`config.mk`:
```
export PLATFORM = sky130hd
export DESIGN_NAME = slot_event_counter
export DESIGN_NICKNAME = d
export VERILOG_FILES = /design/src/rtl/sec_pkg.sv /design/src/rtl/sec_match.sv /design/src/rtl/sec_accum.sv /design/src/rtl/slot_event_counter.sv
export SDC_FILE = /design/constraint.sdc
export NUM_CORES = 1
export LEC_CHECK = 0
export BUFFER_PORTS_ARGS = -buffer_cell sky130_fd_sc_hd__buf_2
export CAP_MARGIN = 20
export CELL_PAD_IN_SITES_DETAIL_PLACEMENT = 0
export CELL_PAD_IN_SITES_GLOBAL_PLACEMENT = 2
export CORE_MARGIN = 8
export CORE_UTILIZATION = 26
export DETAILED_ROUTE_END_ITERATION = 12
export GPL_ROUTABILITY_DRIVEN = 0
export GPL_TIMING_DRIVEN = 0
export PLACE_DENSITY_LB_ADDON = 0.1
export SETUP_SLACK_MARGIN = 0.5
export SLEW_MARGIN = 20
export SYNTH_ARGS = -nofsm -noshare
export SYNTH_HDL_FRONTEND = slang
export SYNTH_SLANG_ARGS = --single-unit
```
`constraint.sdc`:
```
create_clock -name clk -period 2.3 [get_ports clk]
set_input_delay 0.345 -clock clk [delete_from_list [all_inputs] [get_ports clk]]
set_output_delay 0.345 -clock clk [all_outputs]
set_load 0.05 [all_outputs]
```
`src/rtl/sec_pkg.sv`:
```
package sec_pkg;

  typedef struct packed {
    logic       multi;     // 1: accumulate across cycles
    logic       start_en;  // restrict to startup frames
    logic       null_en;   // restrict to non-null frames
    logic       sync_en;   // restrict to sync frames
    logic       valid_en;  // restrict to valid frames
    logic [3:0] err_mask;  // [3] content [2] syntax [1] boundary [0] conflict
  } sec_cfg_t;

  localparam int CFG_W = $bits(sec_cfg_t);

  typedef struct packed {
    logic content_err;
    logic syntax_err;
    logic boundary_err;
    logic tx_conflict;
    logic startup;
    logic nullf;
    logic sync;
    logic valid;
  } sec_status_t;

endpackage

```
`src/rtl/sec_match.sv`:
```
module sec_match
  import sec_pkg::*;
(
  input  sec_cfg_t    cfg,
  input  sec_status_t st,
  output logic        frame_hit,
  output logic        err_hit
);

  localparam int NRES = 4;

  logic [NRES-1:0] res_en;
  logic [NRES-1:0] res_ok;
  logic [3:0]      err_flags;

  assign res_en    = {cfg.start_en, cfg.null_en, cfg.sync_en, cfg.valid_en};
  assign res_ok    = {st.startup, ~st.nullf, st.sync, st.valid};
  assign err_flags = {st.content_err, st.syntax_err, st.boundary_err, st.tx_conflict};

  logic [NRES-1:0] res_pass;

  genvar g;
  generate
    for (g = 0; g < NRES; g++) begin : g_res
      assign res_pass[g] = ~res_en[g] | res_ok[g];
    end
  endgenerate

  always_comb begin
    frame_hit = (|res_en) & (&res_pass);
    err_hit   = |(cfg.err_mask & err_flags);
  end

endmodule

```
`src/rtl/sec_accum.sv`:
```
module sec_accum #(
  parameter int CNT_W = 16
) (
  input  logic             clk,
  input  logic             rst,
  input  logic             clr,
  input  logic             cyc,
  input  logic             multi,
  input  logic             hit,
  output logic [CNT_W-1:0] count,
  output logic [CNT_W-1:0] snap
);

  localparam logic [CNT_W-1:0] MAXV = {CNT_W{1'b1}};

  logic [CNT_W-1:0] base;
  logic [CNT_W-1:0] nxt;

  always_comb begin
    base = (cyc && !multi) ? '0 : count;
    nxt  = (hit && base != MAXV) ? base + 1'b1 : base;
  end

  always_ff @(posedge clk) begin
    if (rst) begin
      count <= '0;
      snap  <= '0;
    end else begin
      if (cyc) snap <= count;
      if (clr) count <= '0;
      else     count <= nxt;
    end
  end

  a_r9_hold_max: assert property (@(posedge clk) disable iff (rst)
    (count == MAXV && !clr && !(cyc && !multi)) |=> count == MAXV);

  a_r6_step_one: assert property (@(posedge clk) disable iff (rst)
    (!clr && !cyc) |=> (count == $past(count) || count == $past(count) + 1'b1));

  a_r6_idle_stable: assert property (@(posedge clk) disable iff (rst)
    (!clr && !cyc && !hit) |=> $stable(count));

  a_r10_snapshot: assert property (@(posedge clk) disable iff (rst)
    cyc |=> snap == $past(count));

  a_r7_single_clear: assert property (@(posedge clk) disable iff (rst)
    (cyc && !multi && !hit) |=> count == '0);

  a_r2_write_clears: assert property (@(posedge clk) disable iff (rst)
    clr |=> count == '0);

endmodule

```
`src/rtl/slot_event_counter.sv`:
```
module slot_event_counter
  import sec_pkg::*;
#(
  parameter int CNT_W = 16
) (
  input  logic             clk,
  input  logic             rst,
  input  logic             cfg_we,
  input  logic [8:0]       cfg_wdata,
  output logic [8:0]       cfg_rd,
  input  logic             cycle_start,
  input  logic             st_strobe,
  input  logic             st_valid,
  input  logic             st_sync,
  input  logic             st_null,
  input  logic             st_startup,
  input  logic             st_content_err,
  input  logic             st_syntax_err,
  input  logic             st_boundary_err,
  input  logic             st_tx_conflict,
  output logic [CNT_W-1:0] evt_count,
  output logic [CNT_W-1:0] evt_snapshot
);

  sec_cfg_t    cfg_q;
  sec_status_t st;
  logic        frame_hit;
  logic        err_hit;
  logic        hit;

  always_ff @(posedge clk) begin
    if (rst)         cfg_q <= '0;
    else if (cfg_we) cfg_q <= sec_cfg_t'(cfg_wdata);
  end

  assign cfg_rd = cfg_q;

  assign st = '{content_err:  st_content_err,
                syntax_err:   st_syntax_err,
                boundary_err: st_boundary_err,
                tx_conflict:  st_tx_conflict,
                startup:      st_startup,
                nullf:        st_null,
                sync:         st_sync,
                valid:        st_valid};

  sec_match u_match (
    .cfg       (cfg_q),
    .st        (st),
    .frame_hit (frame_hit),
    .err_hit   (err_hit)
  );

  assign hit = st_strobe & (frame_hit | err_hit);

  sec_accum #(.CNT_W(CNT_W)) u_accum (
    .clk   (clk),
    .rst   (rst),
    .clr   (cfg_we),
    .cyc   (cycle_start),
    .multi (cfg_q.multi),
    .hit   (hit),
    .count (evt_count),
    .snap  (evt_snapshot)
  );

  a_r3_unarmed: assert property (@(posedge clk) disable iff (rst)
    (st_strobe && !cycle_start && !cfg_we && cfg_q[7:4] == 4'b0 &&
     (cfg_q[3:0] & {st_content_err, st_syntax_err, st_boundary_err, st_tx_conflict}) == 4'b0)
    |=> $stable(evt_count));

  a_r8_multi_keep: assert property (@(posedge clk) disable iff (rst)
    (cycle_start && cfg_q.multi && !cfg_we && !st_strobe) |=> $stable(evt_count));

  a_r2_cfg_load: assert property (@(posedge clk) disable iff (rst)
    cfg_we |=> cfg_rd == $past(cfg_wdata));

  a_r11_cycle_first: assert property (@(posedge clk) disable iff (rst)
    (cycle_start && !cfg_q.multi && !cfg_we && hit) |=> evt_count == 1);

endmodule

```
==> flow_metrics.tcl, run 1 <==
set metrics [dict create \
    power_density_nw_per_um2 594 \
    multiInputGateArea_um2 1100 \
    irDropWorstVdd_mv 0.221 \
    grt_pass1_wl_um 9610 \
    cp-start-kind "flip-flop" \
    clk_pin_slew_ns 0.09 \
    fin_cells 380 \
    clk_path_buf_depth 2 \
    avgSynthCellArea_um2 9.22 \
    crit_arrival_ns 2.31 \
    vias 1794 \
    synth_area_leaders "dfxtp_1 (43%), mux2i_1 (16%), nor2_1 (5.3%)" \
    slowest_stage "or4_4" \
    initial_core_util_pct 26.6 \
    cts_hold_buf 0 \
    fp.dieH_um 102 \
    synth_seq_cells 41 \
    cts_tree "yes" \
    first_global_vias 1835 \
    regToRegSetupSlack_ns 0.22 \
    syn-instance-count 208 \
    cp_max_fo 6 \
    worstSetupStartpoint "cfg_rd[8]" \
    cts.sinks 41 \
    maxSlewHeadroom_pct 52.0 \
    cts_inserted_buffers 5 \
    yosysTopAreaCell "dfxtp_1" \
    viasPerCell 4.72 \
    io_buffers 60 \
    final.period_utilization_pct 90.3 \
    maxSlewViolCount 0 \
    p_leak_nw 1.17 \
    async_flop_share_pct 0 \
    nets 303 \
    drive_gt1_share_pct 38.4 \
    drtIter0Drc 61 \
    dpl.cell_count 367 \
    antenna_cells 0 \
    num_rows 31 \
    cp_cell_sequence "nand2b_4 -> buf_8 -> and2_4 -> ha_4 -> and4_4 -> and3_4 -> and4_4 -> or4_4 -> a21oi_1" \
    crit_top_cell "and4_4" \
    ff_latch_area_um2 825 \
    clock_skew_ns 0.0145 \
    dpl_cell_area_um2 2420 \
    syn-num-nets 231 \
    core_um2 7210 \
    cts_root_buf "clkbuf_8" \
    critPathMaxStageDelay_ns 0.40 \
    drcViolationCount 0 \
    worstReg2RegStart "cfg_rd[8]" \
    h-tree-depth 2 \
    antenna_found_initial 0 \
    wl_per_cell_um 15.8 \
    rsz0062_at_grt "true" \
    grt_max_degree 14 \
    clk_latency_ns 0.30 \
    syn_to_final_growth_pct 36.9 \
    synth-edff-count 0 \
    min_period_ns 2.08 \
    synth_top_area_share_pct 42.8 \
    track_usage_pct 11.8 \
    ios 63 \
    end_kind "flip-flop" \
    netlist-cell-type-count 39 \
    synthFlopType "dfxtp_1" \
    crit_type "reg -> reg" \
    firstDrtPassIters 4 \
    fillers 789 \
    wl_um 6000 \
    ys_warn_count 0 \
    utilization_pct 36.4 \
    min_path_type "in -> reg" \
    critPathRequiredTime_ns 2.53 \
    dieArea_um2 10400 \
    setup_viol 0 \
    dp_hpwl_um 4430 \
    finalInstanceArea_um2 2630 \
    postRouteAntennaNets 0 \
    maxCapViolCount 0 \
    grt_overflow 0 \
    status "finished, final reports clean" \
    synth_seq_area_share_pct 42.8 \
    syn-cell-area_um2 1920 \
    worst_pin_slew_ns 0.720 \
    min_from "cfg_wdata[2]" \
    die_w_um 102 \
    clock.fmax_mhz 481 \
    finalHoldViolations 0 \
]
==> final cells by class <==
class / count / share of cell area (%)
repair buffers: 65 / 12.9
well taps: 99 / 4.72
clock inverters: 2 / 1.43
flip-flops and latches: 41 / 31.4
inverters: 1 / 0.143
clock buffers: 6 / 3.14
multi-input cells: 152 / 42.0
plain buffers: 14 / 4.29
==> path summary, 6_finish.rpt <==
kind,endpoint,cells after the start
worst max-delay path,u_accum.count[6],9
worst min register to register,u_accum.snap[2],2
worst max register to register,u_accum.count[6],9
worst min-delay path,cfg_rd[2],3
==> report_power, final <==
group	switching, mW	internal [mW]
registers	0.00963	0.721
clock network	0.277	0.353
logic	0.130	0.0702
==> cell usage in the layout (no fill, tap or decap), drive strengths merged, types with 4 or more instances in the layout <==
master,n
buf,77
a21oi,9
and2,5
or4,5
nand2,17
nand3,13
nand2b,5
nor2,28
dfxtp,41
nor4,4
o31ai,6
mux2i,31
and4,4
o21ai,5
clkbuf,8
==> metrics by stage <==
step	setup TNS (ns)	hold slack, ns	worst slack (ns)	power [mW]
after CTS	0	0.281	0.185	1.58
after global routing	0	0.293	0.153	1.62
after detailed placement	-0.258	0.480	-0.0860	0.939
after floorplan	0	0.485	0.115	0.878
final	0	0.285	0.222	1.56
after global placement	-0.256	0.469	-0.0825	0.937
==> registers in the layout, summed over array words and instances, names as in the netlist <==
name           flops
u_accum.snap      16
u_accum.count     16
cfg_rd             9
==> Yosys cell counts, types with 4 or more instances <==
master,number
a21oi_1,9
dfxtp_1,41
nand2_1,17
or4_1,5
buf_2,4
o31ai_1,6
mux2i_1,31
and2_1,5
nand3_1,13
nand2b_1,4
nor2_1,27
==> timing repair <==
action,CTS,global route
gates cloned,0,0
pin swaps,9,5
setup buffers,4,1
endpoints found under the setup margin,16,15
resized for setup,5,8
==> critical path: cells and delay by family, from the launching register on <==
kind / cells / cell delay (ns)
fa+ha+maj: 1 / 0.15
buf+inv: 1 / 0.12
compound gates: 1 / 0.13
flops: 1 / 0.33
simple gates: 6 / 1.27
==> logic make-up after synthesis <==
family | count (synthesis) | share of synthesized area (%)
buffers and inverters | 15 | 4.37
adder cells (fa/ha/maj) | 1 | 0.652
AND/OR/NAND/NOR | 93 | 26.9
multiplexers | 31 | 16.2
flip-flops | 41 | 42.8
AO/OA/AOI/OAI | 27 | 9.13
==> per-layer routing <==
layer	GRT usage [%]	up-vias	part of all wire, %
li1	-	887	-
met1	14.5	855	46
met2	19.3	45	47
met3	3.75	7	5.8
met4	3.61	0	1.1
met5	0	-	0
Note: power is estimated with default switching activity, not from simulation.
==> inputs of run 2 (changes only) <==
PLACE_DENSITY_LB_ADDON = 0.2   (was 0.1)
==> flow_metrics.tcl, run 2 (synthesis gave the netlist of run 1 again) <==
set metrics [dict create \
    status "finished, final reports clean" \
    reg2reg_to "u_accum.count[4]" \
    io_buffers 60 \
    dieArea_um2 10400 \
    reg2reg_depth 9 \
    vias 1796 \
    core_um2 7210 \
    end_kind "flip-flop" \
    worstSetupStartpoint "cfg_rd[8]" \
    viasPerCell 4.65 \
    final_common_cell "buf_2" \
    worstReg2RegStart "cfg_rd[8]" \
    dpl_cell_area_um2 2420 \
    crit_type "reg -> reg" \
    postRouteAntennaNets 0 \
    final_cell_mix "buf_2 (64), dfxtp_1 (38), mux2i_1 (31)" \
    first_global_vias 1876 \
    clk_latency_ns 0.30 \
    regToRegSetupSlack_ns 0.20 \
    fp.dieH_um 102 \
    crit_end "u_accum.count[4]" \
    syn_to_final_growth_pct 41.8 \
    rsz0062_at_grt "true" \
    drive_gt1_share_pct 41.1 \
    grt_pass1_wl_um 9700 \
    ios 63 \
    cts_root_buf "clkbuf_8" \
    initial_core_util_pct 26.6 \
    nets 309 \
    num_rows 31 \
    track_usage_pct 12.0 \
    fin_cells 386 \
    wl_per_cell_um 15.7 \
    antenna_cells 0 \
    clk_path_buf_depth 2 \
    dp_hpwl_um 4320 \
    cp-start-kind "flip-flop" \
    cp_max_fo 7 \
    cts_inserted_buffers 5 \
    critPathRequiredTime_ns 2.54 \
    min_period_ns 2.10 \
    clk_pin_slew_ns 0.08 \
    setup_viol 0 \
    finalHoldViolations 0 \
    finalInstanceArea_um2 2720 \
    cts_tree "yes" \
    clock.fmax_mhz 476 \
    h-tree-depth 2 \
    grt_max_degree 13 \
    grt_overflow 0 \
    wl_um 6040 \
    drtIter0Drc 75 \
    min_path_type "in -> reg" \
    antenna_found_initial 0 \
    crit_arrival_ns 2.34 \
    irDropWorstVdd_mv 0.230 \
    firstDrtPassIters 4 \
    die_w_um 102 \
    maxSlewViolCount 0 \
    power_density_nw_per_um2 569 \
    maxCapViolCount 0 \
    final.period_utilization_pct 91.3 \
    cts.sinks 41 \
    worst_pin_slew_ns 0.738 \
    dpl.cell_count 367 \
    p_leak_nw 1.23 \
    clock_skew_ns 0.00641 \
    drcViolationCount 0 \
    maxSlewHeadroom_pct 50.8 \
]
==> run 2: stage by stage <==
step	worst slack [ns]	utilization [%]	total power, mW	TNS [ns]	hold WS [ns]
floorplan	0.115	-	0.878	0	0.485
global placement	-0.0762	33.5	0.938	-0.208	0.471
detailed placement	-0.0706	33.5	0.939	-0.209	0.477
CTS	0.169	36.5	1.57	0	0.276
global route	0.109	37.7	1.61	0	0.282
finish	0.200	37.7	1.55	0	0.281
==> run 2: power breakdown <==
group          internal, mW  switching (mW)  leakage [nW]
sequential            0.721         0.00972         0.333
combinational        0.0722           0.129         0.838
clock                 0.354           0.263        0.0585
total                  1.15           0.402          1.23
==> run 2: what timing repair did <==
| item | 4_1_cts | 5_1_grt |
|---|---|---|
| gates cloned | 1 | 0 |
| hold buffers | 0 | 0 |
| gates resized for setup | 7 | 15 |
| endpoints found under the setup margin | 16 | 15 |
| setup buffers | 6 | 4 |
| pin swaps | 14 | 7 |
| hold endpoints to repair | 0 | 0 |
==> run 2: worst max-delay path, cell delays in order, from the launching register on <==
cell and delay (ns):
dfxtp_2 0.32, nand2b_4 0.15, buf_8 0.12, and2_4 0.15
ha_4 0.15, and4_4 0.19, and3_4 0.16, and4_4 0.24
or4_4 0.42, a21oi_2 0.13
==> run 2: worst min-delay path by stage <==
stage / from / endpoint / slack (ns) / depth (start not counted)
finish: cfg_wdata[0] / cfg_rd[0] / 0.28 / 3
global placement: u_accum.snap[6] / u_accum.snap[6] / 0.47 / 2
CTS: cfg_wdata[0] / cfg_rd[0] / 0.28 / 3
global route: cfg_wdata[6] / cfg_rd[6] / 0.28 / 3
floorplan: cfg_rd[8] / cfg_rd[8] / 0.49 / 2
detailed placement: u_accum.snap[5] / u_accum.snap[5] / 0.48 / 2
==> run 2: cell type report <==
class / instances / area (µm²)
plain buffers: 14 / 113
clock buffers: 7 / 86.3
clock inverters: 1 / 30.0
fillers: 786 / 4490
inverters: 1 / 3.75
multi-input cells: 152 / 1130
flip-flops and latches: 41 / 825
well taps: 99 / 124
repair buffers: 71 / 410
==> run 2: per-layer routing <==
| metal | wire, µm | GRT usage (%) | vias up |
|---|---|---|---|
| li1 | - | - | 902 |
| met1 | 2890 | 14.9 | 845 |
| met2 | 2780 | 19.5 | 42 |
| met3 | 297 | 3.20 | 7 |
| met4 | 80 | 4.06 | 0 |
| met5 | 0 | 0 | - |
